<file path="config.mk">
export PLATFORM = sky130hd
export DESIGN_NAME = line_tag_engine
export DESIGN_NICKNAME = d
export VERILOG_FILES = /design/src/rtl/line_tag_pkg.sv /design/src/rtl/line_tag_store.sv /design/src/rtl/line_tag_walker.sv /design/src/rtl/line_tag_reply.sv /design/src/rtl/line_tag_engine.sv
export SDC_FILE = /design/constraint.sdc
export NUM_CORES = 1
export LEC_CHECK = 0
export CAP_MARGIN = 40
export CELL_PAD_IN_SITES_DETAIL_PLACEMENT = 1
export CELL_PAD_IN_SITES_GLOBAL_PLACEMENT = 1
export CORE_MARGIN = 10
export CORE_UTILIZATION = 30
export DETAILED_ROUTE_END_ITERATION = 10
export GPL_ROUTABILITY_DRIVEN = 0
export PLACE_DENSITY = 0.49
export RECOVER_POWER = 25
export SYNTH_ARGS = -nofsm -noshare
export SYNTH_HDL_FRONTEND = slang
export SYNTH_HIERARCHICAL = 1
export SYNTH_SLANG_ARGS = --single-unit
</file>
<file path="constraint.sdc">
create_clock -name clk -period 3.3 [get_ports clk]
set_input_delay 0.66 -clock clk [delete_from_list [all_inputs] [get_ports clk]]
set_output_delay 0.66 -clock clk [all_outputs]
set_load 0.02 [all_outputs]
</file>
<file path="src/rtl/line_tag_pkg.sv">
package line_tag_pkg;
  localparam int unsigned TAG_BIN_W = 10;

  typedef struct packed {
    logic                 warm;
    logic [TAG_BIN_W-1:0] bin;
  } line_tag_t;

  typedef enum logic {
    WALK_IDLE = 1'b0,
    WALK_RUN  = 1'b1
  } walk_state_e;
endpackage

</file>
<file path="src/rtl/line_tag_store.sv">
module line_tag_store
  import line_tag_pkg::*;
#(
  parameter int unsigned NUM_LINES = 64,
  localparam int unsigned IDX_W = $clog2(NUM_LINES)
) (
  input  logic             clk,
  input  logic             rst_n,
  input  logic             lk_en,
  input  logic [IDX_W-1:0] lk_idx,
  output line_tag_t        lk_tag,
  input  logic             wr_en,
  input  logic [IDX_W-1:0] wr_idx,
  input  logic [TAG_BIN_W-1:0] wr_bin
);
  line_tag_t tag_q [NUM_LINES];

  for (genvar i = 0; i < NUM_LINES; i++) begin : g_entry
    line_tag_t tag_d;
    logic      hit_lk;
    logic      hit_wr;

    always_comb begin
      hit_lk = lk_en && (lk_idx == IDX_W'(i));
      hit_wr = wr_en && (wr_idx == IDX_W'(i));
      tag_d  = tag_q[i];
      if (hit_wr) begin
        tag_d.bin  = wr_bin;
        tag_d.warm = 1'b0;
      end else if (hit_lk) begin
        tag_d.warm = 1'b1;
      end
    end

    always_ff @(posedge clk or negedge rst_n) begin
      if (!rst_n) begin
        tag_q[i] <= '0;
      end else if (hit_wr || hit_lk) begin
        tag_q[i] <= tag_d;
      end
    end
  end

  assign lk_tag = tag_q[lk_idx];
endmodule

</file>
<file path="src/rtl/line_tag_walker.sv">
module line_tag_walker
  import line_tag_pkg::*;
#(
  parameter int unsigned NUM_LINES  = 64,
  parameter int unsigned ADDR_W     = 32,
  parameter int unsigned LEN_W      = 16,
  parameter int unsigned LINE_SHIFT = 7,
  localparam int unsigned IDX_W = $clog2(NUM_LINES)
) (
  input  logic                 clk,
  input  logic                 rst_n,
  input  logic                 cmd_valid,
  input  logic [ADDR_W-1:0]    cmd_addr,
  input  logic [LEN_W-1:0]     cmd_len,
  input  logic [TAG_BIN_W-1:0] cmd_bin,
  output logic                 cmd_retry,
  output logic                 busy,
  input  logic                 lk_en,
  input  logic [IDX_W-1:0]     lk_idx,
  output logic                 wr_en,
  output logic [IDX_W-1:0]     wr_idx,
  output logic [TAG_BIN_W-1:0] wr_bin
);
  localparam logic [ADDR_W:0] LAST_FULL = (ADDR_W+1)'(NUM_LINES - 1);
  localparam logic [ADDR_W:0] ONE_FULL  = (ADDR_W+1)'(1);

  walk_state_e           state_q, state_d;
  logic [IDX_W-1:0]      cur_q, cur_d;
  logic [IDX_W-1:0]      last_q, last_d;
  logic [TAG_BIN_W-1:0]  bin_q, bin_d;

  logic [ADDR_W:0]       start_full;
  logic [ADDR_W:0]       end_full;
  logic [IDX_W-1:0]      end_clip;
  logic                  start_ok;
  logic                  load;
  logic                  stall;
  logic                  step;
  logic                  reg_en;

  always_comb begin
    start_full = {1'b0, (cmd_addr >> LINE_SHIFT)};
    end_full   = start_full + {{(ADDR_W+1-LEN_W){1'b0}}, cmd_len} - ONE_FULL;
    start_ok   = (start_full <= LAST_FULL) && (cmd_len != '0);
    end_clip   = (end_full > LAST_FULL) ? LAST_FULL[IDX_W-1:0] : end_full[IDX_W-1:0];
    load       = (state_q == WALK_IDLE) && cmd_valid && start_ok;
    stall      = (state_q == WALK_RUN) && lk_en && (lk_idx == cur_q);
    step       = (state_q == WALK_RUN) && !stall;
    reg_en     = load || step;
  end

  always_comb begin
    state_d = state_q;
    cur_d   = cur_q;
    last_d  = last_q;
    bin_d   = bin_q;
    if (load) begin
      state_d = WALK_RUN;
      cur_d   = start_full[IDX_W-1:0];
      last_d  = end_clip;
      bin_d   = cmd_bin;
    end else if (step) begin
      if (cur_q == last_q) begin
        state_d = WALK_IDLE;
      end else begin
        cur_d = cur_q + IDX_W'(1);
      end
    end
  end

  always_ff @(posedge clk or negedge rst_n) begin
    if (!rst_n) begin
      state_q <= WALK_IDLE;
      cur_q   <= '0;
      last_q  <= '0;
      bin_q   <= '0;
    end else if (reg_en) begin
      state_q <= state_d;
      cur_q   <= cur_d;
      last_q  <= last_d;
      bin_q   <= bin_d;
    end
  end

  assign busy      = (state_q == WALK_RUN);
  assign cmd_retry = cmd_valid && (state_q == WALK_RUN);
  assign wr_en     = step;
  assign wr_idx    = cur_q;
  assign wr_bin    = bin_q;
endmodule

</file>
<file path="src/rtl/line_tag_reply.sv">
module line_tag_reply
  import line_tag_pkg::*;
#(
  parameter int unsigned NUM_LINES  = 64,
  parameter int unsigned ADDR_W     = 32,
  parameter int unsigned LINE_SHIFT = 7,
  localparam int unsigned IDX_W = $clog2(NUM_LINES)
) (
  input  logic                 clk,
  input  logic                 rst_n,
  input  logic                 rep_valid,
  input  logic [ADDR_W-1:0]    rep_addr,
  output logic                 lk_en,
  output logic [IDX_W-1:0]     lk_idx,
  input  line_tag_t            lk_tag,
  output logic                 out_valid,
  output logic [TAG_BIN_W-1:0] out_bin,
  output logic                 out_cold
);
  logic                 valid_d;
  logic [TAG_BIN_W-1:0] bin_d;
  logic                 cold_d;

  assign lk_en  = rep_valid;
  assign lk_idx = rep_addr[LINE_SHIFT +: IDX_W];

  always_comb begin
    valid_d = rep_valid;
    bin_d   = lk_tag.bin;
    cold_d  = !lk_tag.warm;
  end

  always_ff @(posedge clk or negedge rst_n) begin
    if (!rst_n) begin
      out_valid <= 1'b0;
    end else begin
      out_valid <= valid_d;
    end
  end

  always_ff @(posedge clk or negedge rst_n) begin
    if (!rst_n) begin
      out_bin  <= '0;
      out_cold <= 1'b0;
    end else if (rep_valid) begin
      out_bin  <= bin_d;
      out_cold <= cold_d;
    end
  end
endmodule

</file>
<file path="src/rtl/line_tag_engine.sv">
module line_tag_engine
  import line_tag_pkg::*;
#(
  parameter int unsigned NUM_LINES  = 64,
  parameter int unsigned ADDR_W     = 32,
  parameter int unsigned LEN_W      = 16,
  parameter int unsigned LINE_SHIFT = 7,
  parameter int unsigned BIN_W      = TAG_BIN_W
) (
  input  logic              clk,
  input  logic              rst_n,
  input  logic              cmd_valid,
  input  logic [ADDR_W-1:0] cmd_addr,
  input  logic [LEN_W-1:0]  cmd_len,
  input  logic [BIN_W-1:0]  cmd_bin,
  output logic              cmd_retry,
  output logic              busy,
  input  logic              rep_valid,
  input  logic [ADDR_W-1:0] rep_addr,
  output logic              rep_out_valid,
  output logic [BIN_W-1:0]  rep_bin,
  output logic              rep_cold
);
  localparam int unsigned IDX_W = $clog2(NUM_LINES);

  logic                 lk_en;
  logic [IDX_W-1:0]     lk_idx;
  line_tag_t            lk_tag;
  logic                 wr_en;
  logic [IDX_W-1:0]     wr_idx;
  logic [TAG_BIN_W-1:0] wr_bin;

  line_tag_store #(.NUM_LINES(NUM_LINES)) u_store (
    .clk    (clk),
    .rst_n  (rst_n),
    .lk_en  (lk_en),
    .lk_idx (lk_idx),
    .lk_tag (lk_tag),
    .wr_en  (wr_en),
    .wr_idx (wr_idx),
    .wr_bin (wr_bin)
  );

  line_tag_walker #(
    .NUM_LINES  (NUM_LINES),
    .ADDR_W     (ADDR_W),
    .LEN_W      (LEN_W),
    .LINE_SHIFT (LINE_SHIFT)
  ) u_walker (
    .clk       (clk),
    .rst_n     (rst_n),
    .cmd_valid (cmd_valid),
    .cmd_addr  (cmd_addr),
    .cmd_len   (cmd_len),
    .cmd_bin   (cmd_bin),
    .cmd_retry (cmd_retry),
    .busy      (busy),
    .lk_en     (lk_en),
    .lk_idx    (lk_idx),
    .wr_en     (wr_en),
    .wr_idx    (wr_idx),
    .wr_bin    (wr_bin)
  );

  line_tag_reply #(
    .NUM_LINES  (NUM_LINES),
    .ADDR_W     (ADDR_W),
    .LINE_SHIFT (LINE_SHIFT)
  ) u_reply (
    .clk       (clk),
    .rst_n     (rst_n),
    .rep_valid (rep_valid),
    .rep_addr  (rep_addr),
    .lk_en     (lk_en),
    .lk_idx    (lk_idx),
    .lk_tag    (lk_tag),
    .out_valid (rep_out_valid),
    .out_bin   (rep_bin),
    .out_cold  (rep_cold)
  );
endmodule

</file>
==> flow_summary.yaml <==
outcome:
  status: "complete, but fails checks"
  violations: "capacitance limit, slew limit"
global_route:
  global_route.usage.met1_pct: 22.1
  grt_use_met3_pct: 2.13
  antenna_found_initial: 6
  gr-total-overflow: 0
  track_usage_pct: 17.1
  top_usage_layer: "met2"
  grt_max_degree: 96
  use_met2_pct: 30.1
  grt_first_pass_wirelength_um: 177000
  first_global_vias: 26900
setup_path:
  cpLargestDelayFamily: "compound AO/OA/AOI/OAI gates"
  arrival_ns: 3.66
  endpoint_kind: "flip-flop"
  crit_path_start_kind: "input port"
  slowest_stage: "clkdlybuf4s50_1"
  path_buf_inv: 4
  worstPathCellList: "clkdlybuf4s50_1 > inv_1 > ha_1 > inv_1 > ha_1 > a211o_1 > o211ai_1 > a31oi_1 > a211oi_1 > xnor2_1 > o2111ai_1 > nor4_4 > buf_4 > a2bb2oi_1"
  path_class: "input port to flip-flop"
  path_max_fanout: 6
  slowest_delay_ns: 0.49
  worstPathRequired_ns: 3.82
finish:
  layout-drive-gt1-share_pct: 46.7
  num_antenna_cells: 0
  filler_cell_count: 12200
  nNetsFinal: 3091
  syn_to_final_growth_pct: 25.0
  stdcell_count: 4614
route:
  vias_per_cell: 5.13
  wl_um: 116000
  routedWlPerCell_um: 25.2
  antenna_left: 0
  drtIter0Drc: 1318
  num_vias: 23600
  dr.pass1.iters: 5
  drc: 0
die:
  die_x_um: 366
  coreArea_um2: 118000
  num_rows: 126
  die_h_um: 366
  pin_count: 108
  start_util_pct: 30.3
  die-area_um2: 134000
sta:
  setup_viol: 0
  relSlewSlack_pct: -15.5
  tns_ns: 0
  min_period_ns: 3.15
  tightest_slew_ns: 1.73
  hold_violations: 0
  finalCritPeriodShare_pct: 95.3
  maxClockFrequency_mhz: 318
  clock-skew-final_ns: 0.0178
  slew_viol_final: 48
synth:
  synthMuxAreaShare_pct: 31.9
  async_flop_share_pct: 100
  synthCells: 2618
  synth_compound_area_share_pct: 6.41
  synth-simple-area-share_pct: 4.42
  synth_area_um2: 35900
  synth_ff_type: "dfrtp_1"
  syn_avg_cell_area_um2: 13.7
  synthAdderAreaFrac_pct: 1.80
  synth_xor_area_share_pct: 0.512
  yosys_warnings: 6
  synth_nets: 2763
  synth_top_family_by_area: "multiplexers"
  synth.distinct_cells: 75
  ys_ff_latch: 739
  synth_edf_count: 0
  seq_area_frac_synth_pct: 51.5
pwr:
  seqPwrFrac_pct: 43.8
  swShare_pct: 24.7
  power.share.clock_pct: 46.2
  p_leak_nw: 21.2
  power.density_nw_per_um2: 477
  p_int_mw: 16.1
  ir_worst_vdd_mv: 0.351
  p_sw_mw: 5.29
  power_frac_comb_pct: 10.0
placement:
  dpl.hpwl_um: 80900
  placedCellCount: 4448
  place.port_buffers: 74
cts:
  cts.sinks: 739
  clock_latency_ns: 0.65
  clockRootBuffer: "clkbuf_16"
  cts_tree: "yes"
  clockBufferDepth: 3
  cts_buffers: 88
  htree_num_levels: 3
  clk_pin_slew_ns: 0.06
min_path:
  hold_path_class: "input port to flip-flop"
flow_run:
  cap_violations: 1
kinds of logic after synthesis:
| group | after synthesis |
|---|---|
| adders and majority gates | 51 |
| buffers and inverters | 289 |
| muxes | 838 |
| AOI/OAI and AO/OA | 360 |
| and+or+nand+nor | 320 |
| DFF | 739 |
| xor gates and xnor gates | 21 |
synthesized netlist by cell type, drive strengths merged (24+ instances only):
library cell	count	area, um^2
clkbuf	116	435
nor2	78	293
inv	84	315
nor3	24	150
a22oi	91	683
dfrtp	739	18500
nand2	114	430
ha	50	626
a21oi	171	856
mux2	655	7410
buf	89	504
mux4	176	3960
registers in the layout (all words and copies together), names as in the netlist:
register           flops
u_reply/out_cold       1
u_walker/wr_idx        6
u_walker/busy          1
u_walker/wr_bin       10
u_reply/out_bin       10
u_store/tag_q        704
u_reply/out_valid      1
u_walker/last_q        6
through the flow:
stage | util [%] | hold WS [ns] | setup slack, ns | area (um^2) | power (mW)
floorplan | - | 0.364 | 0.00407 | 35900 | 10.5
global placement | 35.2 | 0.471 | -0.717 | 41700 | 11.6
detailed placement | 35.3 | 0.484 | -0.823 | 41700 | 11.6
CTS | 37.8 | 0.499 | 0.00358 | 44800 | 21.7
global route | 37.9 | 0.412 | -0.0145 | 44900 | 22.3
finish | 37.9 | 0.404 | 0.155 | 44900 | 21.4
worst paths after layout:
kind                                          from            endpoint  slack, ns  cells after the start
min in group asynchronous                    rst_n  u_store/tag_q[254]       1.04                      2
max in group asynchronous                    rst_n   u_store/tag_q[80]       0.48                      4
worst max register to register  u_walker/wr_idx[3]  u_store/tag_q[262]       0.55                     10
worst max-delay path                  cmd_addr[22]  u_walker/last_q[0]       0.15                     14
worst min-delay path                   cmd_addr[7]  u_walker/wr_idx[0]       0.40                      4
worst min register to register  u_walker/wr_bin[4]  u_walker/wr_bin[4]       0.49                      2
area by class of cell:
| cell class | count | area [um^2] | share of cell area (%) |
|---|---|---|---|
| multi-input cells | 1590 | 16400 | 36.5 |
| inverters | 84 | 315 | 0.703 |
| flip-flops and latches | 739 | 18500 | 41.2 |
| clock inverters | 30 | 347 | 0.772 |
| clock buffers | 128 | 2590 | 5.76 |
| well taps | 1600 | 2000 | 4.46 |
| repair buffers | 443 | 4720 | 10.5 |
per-layer routing:
layer,part of all wire (%),wire length [um]
met1,44,51500
met2,51,58900
met3,2.6,3030
met4,2.6,3050
met5,0,0
power by group through the flow:
stage | clock, mW | combinational (mW) | sequential (mW)
after floorplan | 0 | 1.03 | 9.46
after global placement | 0 | 2.05 | 9.52
after detailed placement | 0 | 2.09 | 9.53
after CTS | 10.2 | 2.14 | 9.37
after global routing | 10.6 | 2.34 | 9.38
final | 9.90 | 2.14 | 9.37
layout by cell type (no fill, tap or decap), drive strengths merged, types with 11 or more instances in the layout:
cell           count
o21ai             19
a22oi             91
o211ai            13
nor3              24
clkdlybuf4s50     56
inv               87
mux4             176
or4               13
a21oi            171
mux2             655
nor4              20
clkbuf           136
dfrtp            739
dlymetal6s2s      11
xor2              11
buf              363
nor2              78
nand2            114
nand2b            13
ha                50
clkinv            19
what timing repair did:
item	4_1_cts	5_1_grt
setup endpoints to repair	6	6
hold endpoints to repair	38	0
setup buffers	5	2
resized for setup	14	31
hold buffers	1	0
pin swaps	10	9
worst register-to-register path, stage by stage, from the launching register on:
cell and delay [ns]:
dfrtp_1 0.39, xnor2_1 0.18, nand4_1 0.13, nor4_1 0.46, nor2_1 0.09, buf_4 0.20
buf_4 0.13, and3b_1 0.33, nand2_1 0.21, buf_12 0.16, mux2_2 0.35
No activity file was read; power rests on OpenSTA's default activity.
